[src/rtl/mdio_bridge_pkg.sv]
package mdio_bridge_pkg;

  localparam int PREAMBLE_LEN = 32;
  localparam int PHY_W        = 5;
  localparam int REG_W        = 5;
  localparam int DATA_W       = 16;
  localparam int FRAME_LEN    = PREAMBLE_LEN + 4 + PHY_W + REG_W + 2 + DATA_W;
  localparam int TA_POS       = PREAMBLE_LEN + 4 + PHY_W + REG_W;
  localparam int DATA_POS     = TA_POS + 2;
  localparam int CNT_W        = $clog2(FRAME_LEN);

  // command word field positions
  localparam int REQ_BIT = 31;
  localparam int DIR_BIT = 30;
  localparam int PHY_LSB = 21;
  localparam int REG_LSB = 16;

  typedef struct packed {
    logic start;    // load a new frame
    logic capture;  // take one read data bit
    logic shift;    // advance to next frame bit
    logic finish;   // last bit period ends
  } mdioStrobes_t;

  function automatic logic [FRAME_LEN-1:0] buildFrame(input logic [31:0] cmd);
    logic isWr;
    isWr = cmd[DIR_BIT];
    return {{PREAMBLE_LEN{1'b1}}, 2'b01,
            (isWr ? 2'b01 : 2'b10),
            cmd[PHY_LSB +: PHY_W],
            cmd[REG_LSB +: REG_W],
            (isWr ? 2'b10 : 2'b11),
            (isWr ? cmd[DATA_W-1:0] : {DATA_W{1'b1}})};
  endfunction

endpackage

[src/rtl/mdio_bridge_ctrl.sv]
module mdio_bridge_ctrl
  import mdio_bridge_pkg::*;
#(
  parameter int HALF_DIV = 2
) (
  input  logic         clk,
  input  logic         rstN,
  input  logic         regWrEn,
  input  logic         reqBit,
  input  logic         isWrite,
  output mdioStrobes_t strobes,
  output logic         busy,
  output logic         mdc,
  output logic         mdioOe
);

  localparam int PH_W = (HALF_DIV > 1) ? $clog2(HALF_DIV) : 1;
  localparam logic [CNT_W-1:0] LAST_BIT  = CNT_W'(FRAME_LEN - 1);
  localparam logic [CNT_W-1:0] TA_BIT    = CNT_W'(TA_POS);
  localparam logic [CNT_W-1:0] DATA_BIT  = CNT_W'(DATA_POS);

  logic             busyQ;
  logic             mdcHigh;
  logic [CNT_W-1:0] bitCnt;
  logic             phaseEnd;
  logic             startReq;

  assign startReq = regWrEn && reqBit && !busyQ;

  generate
    if (HALF_DIV == 1) begin : gNoDiv
      assign phaseEnd = 1'b1;
    end else begin : gDiv
      logic [PH_W-1:0] phaseCnt;
      always_ff @(posedge clk or negedge rstN) begin
        if (!rstN) begin
          phaseCnt <= '0;
        end else if (startReq || phaseEnd) begin
          phaseCnt <= '0;
        end else if (busyQ) begin
          phaseCnt <= phaseCnt + 1'b1;
        end
      end
      assign phaseEnd = (phaseCnt == PH_W'(HALF_DIV - 1));
    end
  endgenerate

  always_comb begin
    strobes.start   = startReq;
    strobes.capture = busyQ && phaseEnd && !mdcHigh && !isWrite && (bitCnt >= DATA_BIT);
    strobes.shift   = busyQ && phaseEnd && mdcHigh;
    strobes.finish  = busyQ && phaseEnd && mdcHigh && (bitCnt == LAST_BIT);
  end

  always_ff @(posedge clk or negedge rstN) begin
    if (!rstN) begin
      busyQ   <= 1'b0;
      mdcHigh <= 1'b0;
      bitCnt  <= '0;
    end else if (startReq) begin
      busyQ   <= 1'b1;
      mdcHigh <= 1'b0;
      bitCnt  <= '0;
    end else if (busyQ && phaseEnd) begin
      mdcHigh <= !mdcHigh;
      if (mdcHigh) begin
        bitCnt <= bitCnt + 1'b1;
        if (bitCnt == LAST_BIT) begin
          busyQ <= 1'b0;
        end
      end
    end
  end

  assign busy   = busyQ;
  assign mdc    = mdcHigh;
  assign mdioOe = busyQ && (isWrite || (bitCnt < TA_BIT));

  AST_MDC_LOW_IDLE: assert property (@(posedge clk) disable iff (!rstN)
    !busy |-> !mdc);
  AST_OE_IDLE: assert property (@(posedge clk) disable iff (!rstN)
    !busy |-> !mdioOe);
  AST_FINISH_CLEARS: assert property (@(posedge clk) disable iff (!rstN)
    strobes.finish |=> (!busy && !mdc));
  AST_NO_START_BUSY: assert property (@(posedge clk) disable iff (!rstN)
    (busy && regWrEn) |=> busy || $past(strobes.finish));

endmodule

[src/rtl/mdio_bridge_dp.sv]
module mdio_bridge_dp
  import mdio_bridge_pkg::*;
(
  input  logic         clk,
  input  logic         rstN,
  input  logic         regWrEn,
  input  logic [31:0]  regWrData,
  input  logic         busy,
  input  mdioStrobes_t strobes,
  input  logic         mdioIn,
  output logic [31:0]  cmdReg,
  output logic         isWrite,
  output logic         mdioOut
);

  logic [FRAME_LEN-1:0] frameSr;
  logic [DATA_W-1:0]    capSr;

  always_ff @(posedge clk or negedge rstN) begin
    if (!rstN) begin
      cmdReg <= '0;
    end else if (regWrEn && !busy) begin
      cmdReg <= regWrData;
    end else if (strobes.finish) begin
      cmdReg[REQ_BIT] <= 1'b0;
      if (!cmdReg[DIR_BIT]) begin
        cmdReg[DATA_W-1:0] <= capSr;
      end
    end
  end

  always_ff @(posedge clk or negedge rstN) begin
    if (!rstN) begin
      frameSr <= '0;
    end else if (strobes.start) begin
      frameSr <= buildFrame(regWrData);
    end else if (strobes.shift) begin
      frameSr <= {frameSr[FRAME_LEN-2:0], 1'b1};
    end
  end

  always_ff @(posedge clk or negedge rstN) begin
    if (!rstN) begin
      capSr <= '0;
    end else if (strobes.start) begin
      capSr <= '0;
    end else if (strobes.capture) begin
      capSr <= {capSr[DATA_W-2:0], mdioIn};
    end
  end

  assign isWrite = cmdReg[DIR_BIT];
  assign mdioOut = frameSr[FRAME_LEN-1];

  AST_REQ_TRACKS_BUSY: assert property (@(posedge clk) disable iff (!rstN)
    cmdReg[REQ_BIT] == busy);
  AST_HOLD_WHILE_BUSY: assert property (@(posedge clk) disable iff (!rstN)
    (busy && $past(busy)) |-> $stable(cmdReg));

endmodule

[src/rtl/mdio_cmd_bridge.sv]
module mdio_cmd_bridge
  import mdio_bridge_pkg::*;
#(
  parameter int HALF_DIV = 2
) (
  input  logic        clk,
  input  logic        rstN,
  input  logic        regWrEn,
  input  logic [31:0] regWrData,
  output logic [31:0] regRdData,
  output logic        mdc,
  output logic        mdioOut,
  output logic        mdioOe,
  input  logic        mdioIn
);

  mdioStrobes_t strobes;
  logic         busy;
  logic         isWrite;

  mdio_bridge_ctrl #(.HALF_DIV(HALF_DIV)) ctrl_i (
    .clk     (clk),
    .rstN    (rstN),
    .regWrEn (regWrEn),
    .reqBit  (regWrData[REQ_BIT]),
    .isWrite (isWrite),
    .strobes (strobes),
    .busy    (busy),
    .mdc     (mdc),
    .mdioOe  (mdioOe)
  );

  mdio_bridge_dp dp_i (
    .clk       (clk),
    .rstN      (rstN),
    .regWrEn   (regWrEn),
    .regWrData (regWrData),
    .busy      (busy),
    .strobes   (strobes),
    .mdioIn    (mdioIn),
    .cmdReg    (regRdData),
    .isWrite   (isWrite),
    .mdioOut   (mdioOut)
  );

  AST_DATA_STABLE_HIGH: assert property (@(posedge clk) disable iff (!rstN)
    (mdc && $past(mdc)) |-> $stable(mdioOut));

endmodule

[config.mk]
export PLATFORM = sky130hd
export DESIGN_NAME = mdio_cmd_bridge
export DESIGN_NICKNAME = d
export VERILOG_FILES = /design/src/rtl/mdio_bridge_pkg.sv /design/src/rtl/mdio_bridge_ctrl.sv /design/src/rtl/mdio_bridge_dp.sv /design/src/rtl/mdio_cmd_bridge.sv
export SDC_FILE = /design/constraint.sdc
export NUM_CORES = 1
export LEC_CHECK = 0
export BUFFER_PORTS_ARGS = -buffer_cell sky130_fd_sc_hd__buf_2
export CORE_MARGIN = 5
export CORE_UTILIZATION = 57
export CTS_CLUSTER_DIAMETER = 120
export DETAILED_ROUTE_END_ITERATION = 7
export GPL_TIMING_DRIVEN = 1
export PLACE_DENSITY = 0.79
export SYNTH_ARGS = -nofsm -noshare
export SYNTH_HDL_FRONTEND = slang
export SYNTH_HIERARCHICAL = 1
export SYNTH_SLANG_ARGS = --single-unit
[constraint.sdc]
create_clock -name clk -period 2.4 [get_ports clk]
set_clock_uncertainty 0.1 [all_clocks]
set_input_delay 0.36 -clock clk [delete_from_list [all_inputs] [get_ports clk]]
set_output_delay 0.36 -clock clk [all_outputs]
set_load 0.005 [all_outputs]
# Word-level counts from Yosys, hierarchy flattened
# Cells that the tools add are included.
# totals
input_bits	36
wordCells	63
out_inout_bits	35
reg_bits	121
# classes
reduce_logical	25
n_mux	23
n_lt_le_gt_ge	2
n_eq_ne	2
n_addsub	2
# ops
op	n
$mux 64	2
$mux 16	6
$mux 6	3
$reduce_bool 2->1	7
$mux 1	11
$logic_and 1x1->1	10
$add 6x1->6 const B	1
$eq 6x6->1 const B	1
$ge 6x6->1 const B	1
$lt 6x6->1 const B	1
$reduce_and 2->1	2
$logic_not 1->1	3
$reduce_and 3->1	1
$logic_or 1x1->1	2
$mux 2	1
$ne 2x2->1 const B	1
$add 1x1->1 const B	1

# Longest topological paths before layout
# depth
ltp_word	6
mapped_depth	7
ltp_nobuf	6

# Hierarchy
# Netlist, hierarchy kept.
# modules_own_cells
module	area_per_inst_um2	seq_area_each_um2	n_inst	cells_each
mdio_bridge_dp	4931.0	2802.7	1	365
mdio_bridge_ctrl	452.9	225.2	1	46

# Worst setup path before layout
# OpenSTA, ideal clock, no wires.
# synth_timing
kind	reg2reg
startpoint	register ctrl_i.bitCnt[0]
endpoint	register dp_i.cmdReg[10]
path_slack_ns	0.474
path_stages_with_launch	8
setup_time_ns	0.125
arrival_time_ns	1.701
path_buffers	1
path_cell_list	dfrtp_1 ha_1 nand4_1 nor3_1 inv_1 o21ai_2 buf_6 mux2_4
# synth_rtl
element	line_no	source
start, declared	mdio_bridge_ctrl.sv:24	logic [CNT_W-1:0] bitCnt;
start signal, assigned	mdio_bridge_ctrl.sv:67	bitCnt <= bitCnt + 1'b1;
end signal, assigned	mdio_bridge_dp.sv:23	cmdReg <= regWrData;
end signal, assigned by index	mdio_bridge_dp.sv:27	cmdReg[DATA_W-1:0] <= capSr;
end, declared	mdio_bridge_dp.sv:11	output logic [31:0] cmdReg,

==> impl_metrics.toml <==
[power]
swShare = 0.2878
p_sw_mw = 2.514
p_seq_frac = 0.409
cellInternalPower_mw = 6.221
clkPwrFrac = 0.297
power.density_mw_per_mm2 = 1320
power_frac_comb = 0.294
p_leak_nw = 3.105
vdd_drop_max_uv = 775.2
power_mw = 8.735

[min_path]
min_path_type = "in -> reg"
min_to = "dp_i/cmdReg[28]"
holdPathStages = 2
hold_start = "regWrData[28]"

[timing]
slew_viol_final = 0
hold_viol_final = 0
relSlewSlack = 0.4979
period_share = 0.8869
max_freq_ghz = 0.4698
holdWs_ns = 0.01061
rsz0062_at_grt = "false"
worstMarginPinSlew_ns = 0.7514
fin_tns_setup_ns = 0
fin_crit_ns = 2.128
setup_violations = 0

[grt]
track_usage = 0.2103
grt_start_max_net_pins = 95
antenna_found_initial = 2
grt_pass1_wl_um = 19010
grt_pass1_vias = 3848
grt_overflow = 0

[clock_network]
cts_setup_buffers = 0
clk_latency_ns = 0.50
clockRootBuffer = "clkbuf_8"
path_clk_slew_ns = 0.06
htreeDepth = 4
cts_made_buffers = 17
tritoncts = "yes"
clockBufferDepth = 2
postCtsResizedCells = 0
cts.sinks = 121

[finish]
finalCoreUtilization = 0.7162
most-common-layout-cells = "dfrtp_1, buf_2, mux2_2"
final_common_cell = "dfrtp_1"
final_layout_size_suffix_gt1_frac = 0.3531
fillers = 613
syn_to_final_growth_pct = 22.91
finish.net_count = 532

[routing]
drt_first_iter_violations = 178
drcViolationCount = 0
viasPerCell = 5.524
dr_total_vias = 3519
drt-pass1-iter-count = 4
wl_um = 11210
antenna_left = 0
post_drt_wl_per_cell_um = 17.60

[synthesis]
ys_seq_area_frac = 0.5624
synth_edf_count = 0
syn_area_mm2 = 0.005384
syn-num-nets = 448
ys_warn_count = 6
synth_cells = 411
postSynthAreaPerCell_um2 = 13.10
async_flop_share = 1.000
synth_seq_cells = 121
synth_cell_types = 34
synth_flop_cell = "dfrtp_1"

[status]
status = "completed"

[setup_path]
path_buf_inv = 2
reg2regPathDepth = 5
startpoint_type = "register"
crit_path_max_fanout = 65
crit_required_ns = 2.68
arrival_ns = 2.41
reg2reg_to = "dp_i/frameSr[52]"
r2r_start = "ctrl_i/mdc"
reg2reg_slack_ns = 0.27
path_cells = "nand3_4 -> inv_2 -> buf_12 -> nor2b_1 -> a211o_1"
path_delay_family = "buffers and inverters"
cpMaxStageDelayCell = "dfrtp_1"
worst_setup_path_end_kind = "register"
crit_type = "reg -> reg"
max_stage_delay_ns = 0.49

[die]
start_util = 0.5827
die-width_um = 107.2
die_height_um = 107.2
num_io_pins = 71
die_area_mm2 = 0.01149
num_rows = 35
coreArea_mm2 = 0.009240

[place]
finalWeightedCongestion = 0.7317
dp_hpwl_um = 6482
port_buffers = 70

[job]
maxCapViolations = 0
-- per-stage QoR --
stage                     area (um2)  setup slack, ns  std cells
final                           6618           0.2715        637
after global routing            6618           0.1572        637
after CTS                       6615           0.2729        636
after detailed placement        5832           0.3456        588
after global placement          5832           0.4009        588
after floorplan                 5384           0.4741        411
-- routing by layer --
| metal | GRT usage | vias up | share of wire | wire [um] |
|---|---|---|---|---|
| li1 | - | 1636 | - | - |
| met2 | 0.3414 | 100 | 0.50 | 5618 |
| met3 | 0.07164 | 14 | 0.059 | 666 |
| met5 | 0 | - | 0.00062 | 7 |
| met4 | 0.07215 | 2 | 0.012 | 138 |
| met1 | 0.2633 | 1767 | 0.43 | 4778 |
-- what timing repair did --
item,4_1_cts,5_1_grt
hold buffers,17,0
setup endpoints to repair,0,0
hold endpoints to repair,66,0
-- how the worst max path moves through the flow --
| stage | from | depth (start not counted) | end |
|---|---|---|---|
| after floorplan | ctrl_i/bitCnt[0] | 7 | dp_i/cmdReg[10] |
| after global placement | ctrl_i/bitCnt[1] | 7 | dp_i/cmdReg[14] |
| after detailed placement | ctrl_i/busy | 5 | dp_i/frameSr[52] |
| after CTS | ctrl_i/mdc | 5 | dp_i/frameSr[52] |
| after global routing | ctrl_i/mdc | 5 | dp_i/frameSr[52] |
| final | ctrl_i/mdc | 5 | dp_i/frameSr[52] |
-- registers in the layout, summed over array words and instances, names as in the netlist --
register              count
dp_i/frameSr             64
ctrl_i/gDiv.phaseCnt      1
ctrl_i/mdc                1
dp_i/cmdReg              32
ctrl_i/busy               1
dp_i/capSr               16
ctrl_i/bitCnt             6
-- synth_stat cells, drive strengths merged, types with 3 or more instances --
library cell,number,area [um2]
o22a,15,131.4
clkbuf,9,33.78
o21ai,15,78.83
dfrtp,121,3028
buf,22,143.9
nand3,5,37.54
o31ai,3,22.52
a211o,34,297.8
nor2,22,82.58
nor2b,34,212.7
inv,6,22.52
mux2i,29,290.3
mux2,64,810.8
nand2,14,52.55
-- power groups by stage --
stage               Clock, mW  Sequential [mW]  Combinational (mW)
CTS                      2.63             3.57                2.58
global placement            0             3.50                2.37
global route             2.74             3.68                2.83
floorplan                   0             3.43                1.88
finish                   2.60             3.57                2.57
detailed placement          0             3.55                2.50
-- cell type report --
class,instances,area (um2),area share
Timing Repair Buffer,96,628.1,0.09491
Clock inverter,7,112.6,0.01702
Tap cell,129,161.4,0.02439
Clock buffer,24,500.5,0.07563
Multi-Input combinational cell,253,2162,0.3267
Antenna cell,1,2.502,0.0003781
Sequential cell,121,3028,0.4576
Inverter,6,22.52,0.003403
-- cells by family (layout without fill, tap and decap cells) --
logic type | after synthesis | after routing | synth area share
simple gates | 83 | 83 | 0.08250
fa+ha+maj | 1 | 1 | 0.002324
xor+xnor | 2 | 2 | 0.003254
compound gates | 74 | 74 | 0.1078
buf+inv | 37 | 133 | 0.03718
other cells | 0 | 1 | 0
flops | 121 | 121 | 0.5624
mux | 93 | 93 | 0.2045
Note: power is estimated with default switching activity, not from simulation.
